File: src/rtl/region_guard_pkg.sv
package region_guard_pkg;

  typedef enum logic [2:0] {
    CAUSE_NONE = 3'd0,
    CAUSE_NULL = 3'd1,
    CAUSE_URD  = 3'd2,
    CAUSE_UWR  = 3'd3,
    CAUSE_UEX  = 3'd4,
    CAUSE_UCFG = 3'd5,
    CAUSE_MISS = 3'd6
  } cause_e;

  localparam logic [1:0] KIND_WR = 2'd1;
  localparam logic [1:0] KIND_EX = 2'd2;

  localparam int GRANT_EN = 0;
  localparam int GRANT_R  = 1;
  localparam int GRANT_W  = 2;
  localparam int GRANT_X  = 3;
  localparam int GRANT_W_BITS = 4;

  // control -> datapath strobes
  typedef struct packed {
    logic   cfgWr;
    logic   cfgRd;
    logic   fwd;
    logic   trap;
    cause_e cause;
  } strobe_t;

endpackage

File: src/rtl/region_guard_ctrl.sv
module region_guard_ctrl
  import region_guard_pkg::*;
#(
  parameter int ADDR_W = 32,
  parameter int NUM_REGIONS = 8,
  parameter logic [ADDR_W-1:0] CFG_BASE = 32'hFFFF_F000
) (
  input  logic reqValid,
  input  logic [ADDR_W-1:4] reqAddrHi,
  input  logic [1:0] reqKind,
  input  logic reqSuper,
  input  logic [NUM_REGIONS-1:0] hitVec,
  input  logic [NUM_REGIONS-1:0][GRANT_W_BITS-1:0] grantVec,
  input  logic bootActive,
  output strobe_t stb
);

  logic inCfg;
  logic isNull;
  logic found;
  logic [GRANT_W_BITS-1:0] selGrant;
  logic needGrant;
  cause_e cause;

  assign inCfg  = (reqAddrHi[ADDR_W-1:12] == CFG_BASE[ADDR_W-1:12]);
  assign isNull = (reqAddrHi == '0);

  // lowest-numbered enabled match wins
  always_comb begin
    found = 1'b0;
    selGrant = '0;
    for (int i = NUM_REGIONS - 1; i >= 0; i--) begin
      if (hitVec[i] && grantVec[i][GRANT_EN]) begin
        found = 1'b1;
        selGrant = grantVec[i];
      end
    end
  end

  always_comb begin
    case (reqKind)
      KIND_WR: needGrant = selGrant[GRANT_W];
      KIND_EX: needGrant = selGrant[GRANT_X];
      default: needGrant = selGrant[GRANT_R];
    endcase
  end

  always_comb begin
    cause = CAUSE_NONE;
    if (isNull && !bootActive) begin
      cause = CAUSE_NULL;
    end else if (inCfg) begin
      if (!reqSuper) cause = CAUSE_UCFG;
    end else if (!found) begin
      cause = CAUSE_MISS;
    end else if (!reqSuper && !needGrant) begin
      case (reqKind)
        KIND_WR: cause = CAUSE_UWR;
        KIND_EX: cause = CAUSE_UEX;
        default: cause = CAUSE_URD;
      endcase
    end
  end

  always_comb begin
    stb.cause = reqValid ? cause : CAUSE_NONE;
    stb.trap  = reqValid && (cause != CAUSE_NONE);
    stb.cfgWr = reqValid && (cause == CAUSE_NONE) && inCfg && (reqKind == KIND_WR);
    stb.cfgRd = reqValid && (cause == CAUSE_NONE) && inCfg && (reqKind != KIND_WR);
    stb.fwd   = reqValid && (cause == CAUSE_NONE) && !inCfg;
  end

endmodule

File: src/rtl/region_guard_dp.sv
module region_guard_dp
  import region_guard_pkg::*;
#(
  parameter int ADDR_W = 32,
  parameter int DATA_W = 32,
  parameter int NUM_REGIONS = 8
) (
  input  logic clk,
  input  logic rstN,
  input  logic reqValid,
  input  logic [ADDR_W-1:0] reqAddr,
  input  logic [1:0] reqKind,
  input  logic [DATA_W-1:0] reqWdata,
  input  strobe_t stb,
  output logic [NUM_REGIONS-1:0] hitVec,
  output logic [NUM_REGIONS-1:0][GRANT_W_BITS-1:0] grantVec,
  output logic bootActive,
  output logic respValid,
  output logic respTrap,
  output logic [2:0] respCause,
  output logic [DATA_W-1:0] respRdata,
  output logic fwdValid,
  output logic [ADDR_W-1:0] fwdAddr,
  output logic [1:0] fwdKind,
  output logic [DATA_W-1:0] fwdWdata
);

  localparam logic [11:0] CTRL_OFF = 12'h080;

  logic [ADDR_W-1:0] loBound [NUM_REGIONS];
  logic [ADDR_W-1:0] hiBound [NUM_REGIONS];
  logic [11:0] offs;
  logic [2:0] slot;
  logic [1:0] field;
  logic regionSel;
  logic ctrlSel;
  logic [DATA_W-1:0] rdVal;

  assign offs  = reqAddr[11:0];
  assign slot  = offs[6:4];
  assign field = offs[3:2];
  assign ctrlSel = (offs == CTRL_OFF);
  assign regionSel = (offs[11:7] == '0) && (offs[1:0] == 2'd0) &&
                     (field != 2'd3) && (int'(slot) < NUM_REGIONS);

  always_ff @(posedge clk or negedge rstN) begin
    if (!rstN) begin
      for (int i = 0; i < NUM_REGIONS; i++) begin
        loBound[i]  <= '0;
        hiBound[i]  <= '0;
        grantVec[i] <= '0;
      end
    end else if (stb.cfgWr && regionSel) begin
      for (int i = 0; i < NUM_REGIONS; i++) begin
        if (int'(slot) == i) begin
          case (field)
            2'd0:    loBound[i]  <= reqWdata[ADDR_W-1:0];
            2'd1:    hiBound[i]  <= reqWdata[ADDR_W-1:0];
            default: grantVec[i] <= reqWdata[GRANT_W_BITS-1:0];
          endcase
        end
      end
    end
  end

  always_ff @(posedge clk or negedge rstN) begin
    if (!rstN) bootActive <= 1'b1;
    else if (stb.cfgWr && ctrlSel && reqWdata[0]) bootActive <= 1'b0;
  end

  generate
    for (genvar g = 0; g < NUM_REGIONS; g++) begin : g_cmp
      assign hitVec[g] = (reqAddr >= loBound[g]) && (reqAddr <= hiBound[g]);
    end
  endgenerate

  always_comb begin
    rdVal = '0;
    if (ctrlSel) begin
      rdVal[0] = bootActive;
    end else if (regionSel) begin
      for (int i = 0; i < NUM_REGIONS; i++) begin
        if (int'(slot) == i) begin
          case (field)
            2'd0:    rdVal[ADDR_W-1:0] = loBound[i];
            2'd1:    rdVal[ADDR_W-1:0] = hiBound[i];
            default: rdVal[GRANT_W_BITS-1:0] = grantVec[i];
          endcase
        end
      end
    end
  end

  always_ff @(posedge clk or negedge rstN) begin
    if (!rstN) begin
      respValid <= 1'b0;
      respTrap  <= 1'b0;
      respCause <= '0;
      respRdata <= '0;
      fwdValid  <= 1'b0;
      fwdAddr   <= '0;
      fwdKind   <= '0;
      fwdWdata  <= '0;
    end else begin
      respValid <= reqValid;
      respTrap  <= stb.trap;
      respCause <= stb.cause;
      respRdata <= stb.cfgRd ? rdVal : '0;
      fwdValid  <= stb.fwd;
      if (reqValid) begin
        fwdAddr  <= reqAddr;
        fwdKind  <= reqKind;
        fwdWdata <= reqWdata;
      end
    end
  end

endmodule

File: src/rtl/region_guard.sv
module region_guard
  import region_guard_pkg::*;
#(
  parameter int ADDR_W = 32,
  parameter int DATA_W = 32,
  parameter int NUM_REGIONS = 8,
  parameter logic [ADDR_W-1:0] CFG_BASE = 32'hFFFF_F000
) (
  input  logic clk,
  input  logic rstN,
  input  logic reqValid,
  input  logic [ADDR_W-1:0] reqAddr,
  input  logic [1:0] reqKind,
  input  logic reqSuper,
  input  logic [DATA_W-1:0] reqWdata,
  output logic respValid,
  output logic respTrap,
  output logic [2:0] respCause,
  output logic [DATA_W-1:0] respRdata,
  output logic fwdValid,
  output logic [ADDR_W-1:0] fwdAddr,
  output logic [1:0] fwdKind,
  output logic [DATA_W-1:0] fwdWdata
);

  strobe_t stb;
  logic [NUM_REGIONS-1:0] hitVec;
  logic [NUM_REGIONS-1:0][GRANT_W_BITS-1:0] grantVec;
  logic bootActive;

  region_guard_ctrl #(
    .ADDR_W(ADDR_W), .NUM_REGIONS(NUM_REGIONS), .CFG_BASE(CFG_BASE)
  ) u_ctrl (
    .reqValid(reqValid), .reqAddrHi(reqAddr[ADDR_W-1:4]), .reqKind(reqKind),
    .reqSuper(reqSuper), .hitVec(hitVec), .grantVec(grantVec),
    .bootActive(bootActive), .stb(stb)
  );

  region_guard_dp #(
    .ADDR_W(ADDR_W), .DATA_W(DATA_W), .NUM_REGIONS(NUM_REGIONS)
  ) u_dp (
    .clk(clk), .rstN(rstN), .reqValid(reqValid), .reqAddr(reqAddr),
    .reqKind(reqKind), .reqWdata(reqWdata), .stb(stb),
    .hitVec(hitVec), .grantVec(grantVec), .bootActive(bootActive),
    .respValid(respValid), .respTrap(respTrap), .respCause(respCause),
    .respRdata(respRdata), .fwdValid(fwdValid), .fwdAddr(fwdAddr),
    .fwdKind(fwdKind), .fwdWdata(fwdWdata)
  );

endmodule

File: config.mk
export PLATFORM = sky130hd
export DESIGN_NAME = region_guard
export DESIGN_NICKNAME = d
export VERILOG_FILES = /design/src/rtl/region_guard_pkg.sv /design/src/rtl/region_guard_ctrl.sv /design/src/rtl/region_guard_dp.sv /design/src/rtl/region_guard.sv
export SDC_FILE = /design/constraint.sdc
export NUM_CORES = 2
export LEC_CHECK = 0
export BUFFER_PORTS_ARGS = -buffer_cell sky130_fd_sc_hd__buf_2
export CELL_PAD_IN_SITES_DETAIL_PLACEMENT = 1
export CELL_PAD_IN_SITES_GLOBAL_PLACEMENT = 1
export CORE_ASPECT_RATIO = 0.6
export CORE_MARGIN = 4
export CORE_UTILIZATION = 42
export DETAILED_ROUTE_END_ITERATION = 7
export GPL_ROUTABILITY_DRIVEN = 1
export PLACE_DENSITY_LB_ADDON = 0.08
export SLEW_MARGIN = 20
export SYNTH_ARGS = -nofsm -noshare
export SYNTH_HDL_FRONTEND = slang
export SYNTH_SLANG_ARGS = --single-unit
File: constraint.sdc
create_clock -name clk -period 4.9 [get_ports clk]
set_input_delay 0.98 -clock clk [delete_from_list [all_inputs] [get_ports clk]]
set_output_delay 0.98 -clock clk [all_outputs]
set_load 0.005 [all_outputs]
======== After elaboration in Yosys (flattened, before gate mapping) ========
Index checks and enable logic that the tools add are counted.
storage, ports and cells
  logic and storage cells ................. 185
  input port bits ......................... 70
  memory bits (read-only) ................. 0
  register bits ........................... 649
  RAM bits ................................ 0
  memories kept ........................... 0
  latch bits .............................. 0
operators by class
  div/mod/pow operators ................... 0
  $mul .................................... 0
  equal/unequal tests ..................... 14
  reduce and logical (&&, ||, !) cells .... 65
  bitwise operators ....................... 1
  shifts and indexed selects .............. 0
  magnitude comparators ................... 16
  add/sub/neg operators ................... 0
  muxes and demuxes ....................... 56
operator list
  operator                                        count
  2-to-1 mux 32 bit                               14
  case mux 28 bit (2 select lines)                8
  >= comparator 32 bit                            8
  <= comparator 32 bit                            8
  AND reduction 3 bit                             24
  case mux 4 bit (2 select lines)                 8
  2-to-1 mux 4 bit                                8
  2-to-1 mux 31 bit                               1
  logical AND 1 bit                               29
  zero test 28 bit                                1
  == test 20 bit, second input constant           1
  2-to-1 mux 3 bit                                6
  == test 12 x 8 -> 1 bit, second input constant  1
  == test 3 bit, second input constant            4
  2-to-1 mux 1 bit                                9
  == test 3 x 2 -> 1 bit, second input constant   2
  zero test 3 bit                                 2
  case mux 3 bit (2 select lines)                 1
  zero test 5 bit                                 1
  == test 2 x 1 -> 1 bit, second input constant   2
  zero test 1 bit                                 4
  zero test 2 bit                                 2
  == test 3 x 1 -> 1 bit, second input constant   1
  nonzero test 3 bit                              1
  other kinds (6)                                 6

======== Logic depth before layout (Yosys ltp) ========
  depth in word-level cells ............... 24
  mapped depth ............................ 14
  mapped depth without buffers ............ 13

======== Hierarchy ========
Synthesis repeated with hierarchy kept, for this count alone.
unflattened totals
  cells, all modules ...................... 4001
  area total of the unflattened synthesis .. 42216.7 sq um
by module, submodules not included
  module             area each (sq um)  cells an instance  times used
  region_guard_dp    41584.9            3901               1
  region_guard_ctrl  631.9              100                1

======== Worst setup path after synthesis ========
OpenSTA, ideal clock, no wires.
  path type ............................... in2reg
  start point ............................. input port reqAddr[0]
  end point ............................... register u_dp.fwdValid
  buffers on the path ..................... 0
  stages on the path ...................... 13
  slack ................................... 0.834 ns
  data arrival time ....................... 3.945 ns
  cell sequence ........................... inv_1 > ha_1 > nand2b_1 > a2111o_1 > a32oi_1 > a21oi_1 > o211a_1 > a21boi_1 > a221oi_2 > o31ai_1 > a211o_1 > o41a_1 > o2111a_1
RTL lines
  item                    line                    source
  start: declaration      region_guard.sv:12      input logic [ADDR_W-1:0] reqAddr,
  end signal: assignment  region_guard_dp.sv:109  fwdValid <= stb.fwd;
  end: declaration        region_guard_dp.sv:22   output logic fwdValid,

==> out/results.ini <==
[synthesis]
synthFlopType = dfrtp_1
synthArstFlopShare_pct = 100
yosysSeqAreaShare_pct = 39.8
synth_fp_nets = 4786
synth_warnings = 0
yosys.area.top_type = dfrtp_1
synth_cell_types = 76
syn-instance-count = 4201
ys_seq_elements = 649
yosys.area.top_type_share_pct = 39.7
synth_edf_count = 0
synth_area_leaders = dfrtp_1 (40%), ha_1 (16%), mux2_2 (9.2%)
syn_area_um2 = 40800
avgSynthCellArea_um2 = 9.72

[floorplan]
dieArea_um2 = 102000
floorplan.initialDensity_pct = 42.4
die_y_um = 249
num_rows = 88
core_um2 = 96200
io_pins = 174
die_w_um = 410

[clock_network]
cts_sinks = 649
cts_buffers = 72
postCtsSetupBuffers = 0
clkLatencyLatePin_ps = 670
htree_levels = 3
root_buffer = clkbuf_16
cts_tree = built
cts.clk_slew.worst_paths_ps = 60
clockBufferDepth = 3

[setup_path]
setup.worst_path.end_class = flip-flop
reg2regPathDepth = 16
arrival_ps = 5450
crit_required_ps = 5500
timing.rr.start = u_dp.loBound[125]
start_kind = input port
criticalPathCategory = input port to flip-flop
r2r-end = u_dp.respCause[1]
reg2reg_slack_ps = 90
critical_path.max_fanout = 5
startpoint = reqAddr[31]
endpoint = u_dp.respCause[1]

[global_routing]
antenna_found_initial = 11
grt_pass1_wl_mm = 240
overflow = 0
grt_pass1_vias = 35115
grtUsageTotal_pct = 31.6
grt_max_degree = 87

[timing]
finClkSkew_ps = 19.3
hold_viol = 0
slew_viol_final = 0
setup_viol = 0
min_period_ps = 4850
relSlewSlack_pct = 28.8
fmax_mhz = 206
worst_slew_pin_slew_ps = 1070
tns_ps = 0
min_period_over_period_pct = 98.9
rsz0062_at_grt = no
setup_slack_ps = 53.1

[placed_design]
port_buffers = 173
dp_hpwl_mm = 125
placed_cell_area_um2 = 45300
place_congestion = 0.941
dp_slack_ps = -835

[power_and_ir_drop]
p_total_mw = 12.8
vdd_drop_max_mv = 0.267
power.density_nw_per_um2 = 267
power.leakage_nw = 23.7

[flow_run]
cap_viol_max_count = 0

[layout]
final_core_util_pct = 49.7
fin_nets = 5141
drive_gt1_share_pct = 20.9
final_area_um2 = 47800
syn_to_final_growth_pct = 17.2

[detailed_routing]
viasPerCell = 5.82
wirelength_mm = 164
vias = 34427
ant_nets = 0
dr.pass1.iters = 5
drcViolationCount = 0
drt_iter0_drc = 2885
wl_per_cell_um = 27.7

[outcome]
status = finished, final reports clean

[min_path]
min_path_type = input port to async pin

cell usage after synthesis (9+ instances only):
cell type / instances
nor2b_1: 25
a211oi_1: 26
ha_1: 515
buf_1: 36
nand4_1: 90
inv_1: 523
nand3_1: 55
nor2_1: 131
nand2_1: 416
a21oi_1: 231
o21ai_0: 396
nor3_1: 30
mux2_2: 332
and4_1: 13
nor4_1: 20
mux2i_1: 215
o211ai_1: 15
nand2b_1: 15
a21o_1: 33
o22a_1: 28
and3_1: 10
o22ai_1: 63
dfrtp_1: 648
clkbuf_1: 149
a31oi_1: 9
a221oi_1: 48
o21a_1: 12
placed cells by master, fill, tap and decap left out, types with 52 or more instances in the layout:
master / count
a21oi_1: 231
nand3_1: 52
nand4_1: 90
dfrtp_1: 648
nand2_1: 412
mux2i_1: 215
buf_2: 170
clkbuf_16: 72
inv_1: 523
mux2_2: 332
buf_4: 268
o22ai_1: 63
ha_1: 515
o21ai_0: 396
nor2_1: 123
metal layers:
layer	vias up	GRT usage, %	wire length (µm)
met4	6	8.01	4300
met3	213	10.6	15800
met1	17573	48.2	80500
met2	1072	42.1	63100
li1	15563	-	-
met5	-	0.0466	40
state kept, by name, summed over array words and instances (netlist names):
signal,count
u_dp.respRdata,32
u_dp.hiBound,256
u_dp.fwdKind,2
u_dp.grantVec,32
u_dp.fwdWdata,32
u_dp.bootActive,1
u_dp.respCause,3
u_dp.respValid,1
u_dp.loBound,256
u_dp.fwdValid,1
u_dp.respTrap,1
u_dp.fwdAddr,32
stage by stage:
step	hold slack (ps)	std cells
6_report	344	5920
5_1_grt	380	5917
4_1_cts	361	5917
3_5_place_dp	460	5787
3_3_place_gp	459	5787
2_1_floorplan	431	4201
final cells by class:
cell class / instances / area [µm²]
fill: 10877 / 48400
timing repair buffer: 468 / 3450
clock buffer: 104 / 2160
tap: 1305 / 1630
sequential: 649 / 16200
antenna: 3 / 7.51
clock inverter: 26 / 334
inverter: 525 / 1970
multi-input combinational: 2840 / 22000
worst min path at each step:
stage / start / endpoint / slack [ps] / cells after the start
after floorplan: u_dp.bootActive / u_dp.bootActive / 430 / 2
after global routing: rstN / u_dp.fwdWdata[10] / 380 / 1
after global placement: u_dp.bootActive / u_dp.bootActive / 460 / 2
after CTS: rstN / u_dp.fwdAddr[11] / 360 / 1
after detailed placement: u_dp.bootActive / u_dp.bootActive / 460 / 2
final: rstN / u_dp.fwdWdata[10] / 340 / 1
where the power goes:
group          leakage [nW]  total, mW  switching (mW)  internal (mW)
clock                  1.24       5.90            2.50           3.40
sequential             7.45       5.44          0.0301           5.41
combinational          15.0       1.41           0.905          0.503
worst max-delay path, cell delays in order:
cell       delay, ps
buf_2            140
ha_1             320
a21oi_1          160
o21ai_0          100
buf_4            190
a2111oi_0        480
buf_4            200
o21ai_0           70
nor3_1           660
and4bb_2         370
buf_4            160
a221oi_1         290
o31ai_1          180
a211o_1          390
o41ai_1          490
and3_1           260
cell families after synthesis:
group | count (synthesis) | synth area share (%)
AO/OA/AOI/OAI | 941 | 13.8
multiplexers | 555 | 14.8
flip-flops | 649 | 39.8
AND/OR/NAND/NOR | 829 | 9.25
buffers and inverters | 712 | 6.55
adder cells (fa/ha/maj) | 515 | 15.8
what timing repair did:
| action | CTS | global route |
|---|---|---|
| hold buffers | 0 | 0 |
| endpoints found under the setup margin | 4 | 5 |
| pin swaps | 0 | 1 |
| hold endpoints to repair | 0 | 0 |
| gates resized for setup | 1 | 1 |
Power figures use the tool's default switching activity.
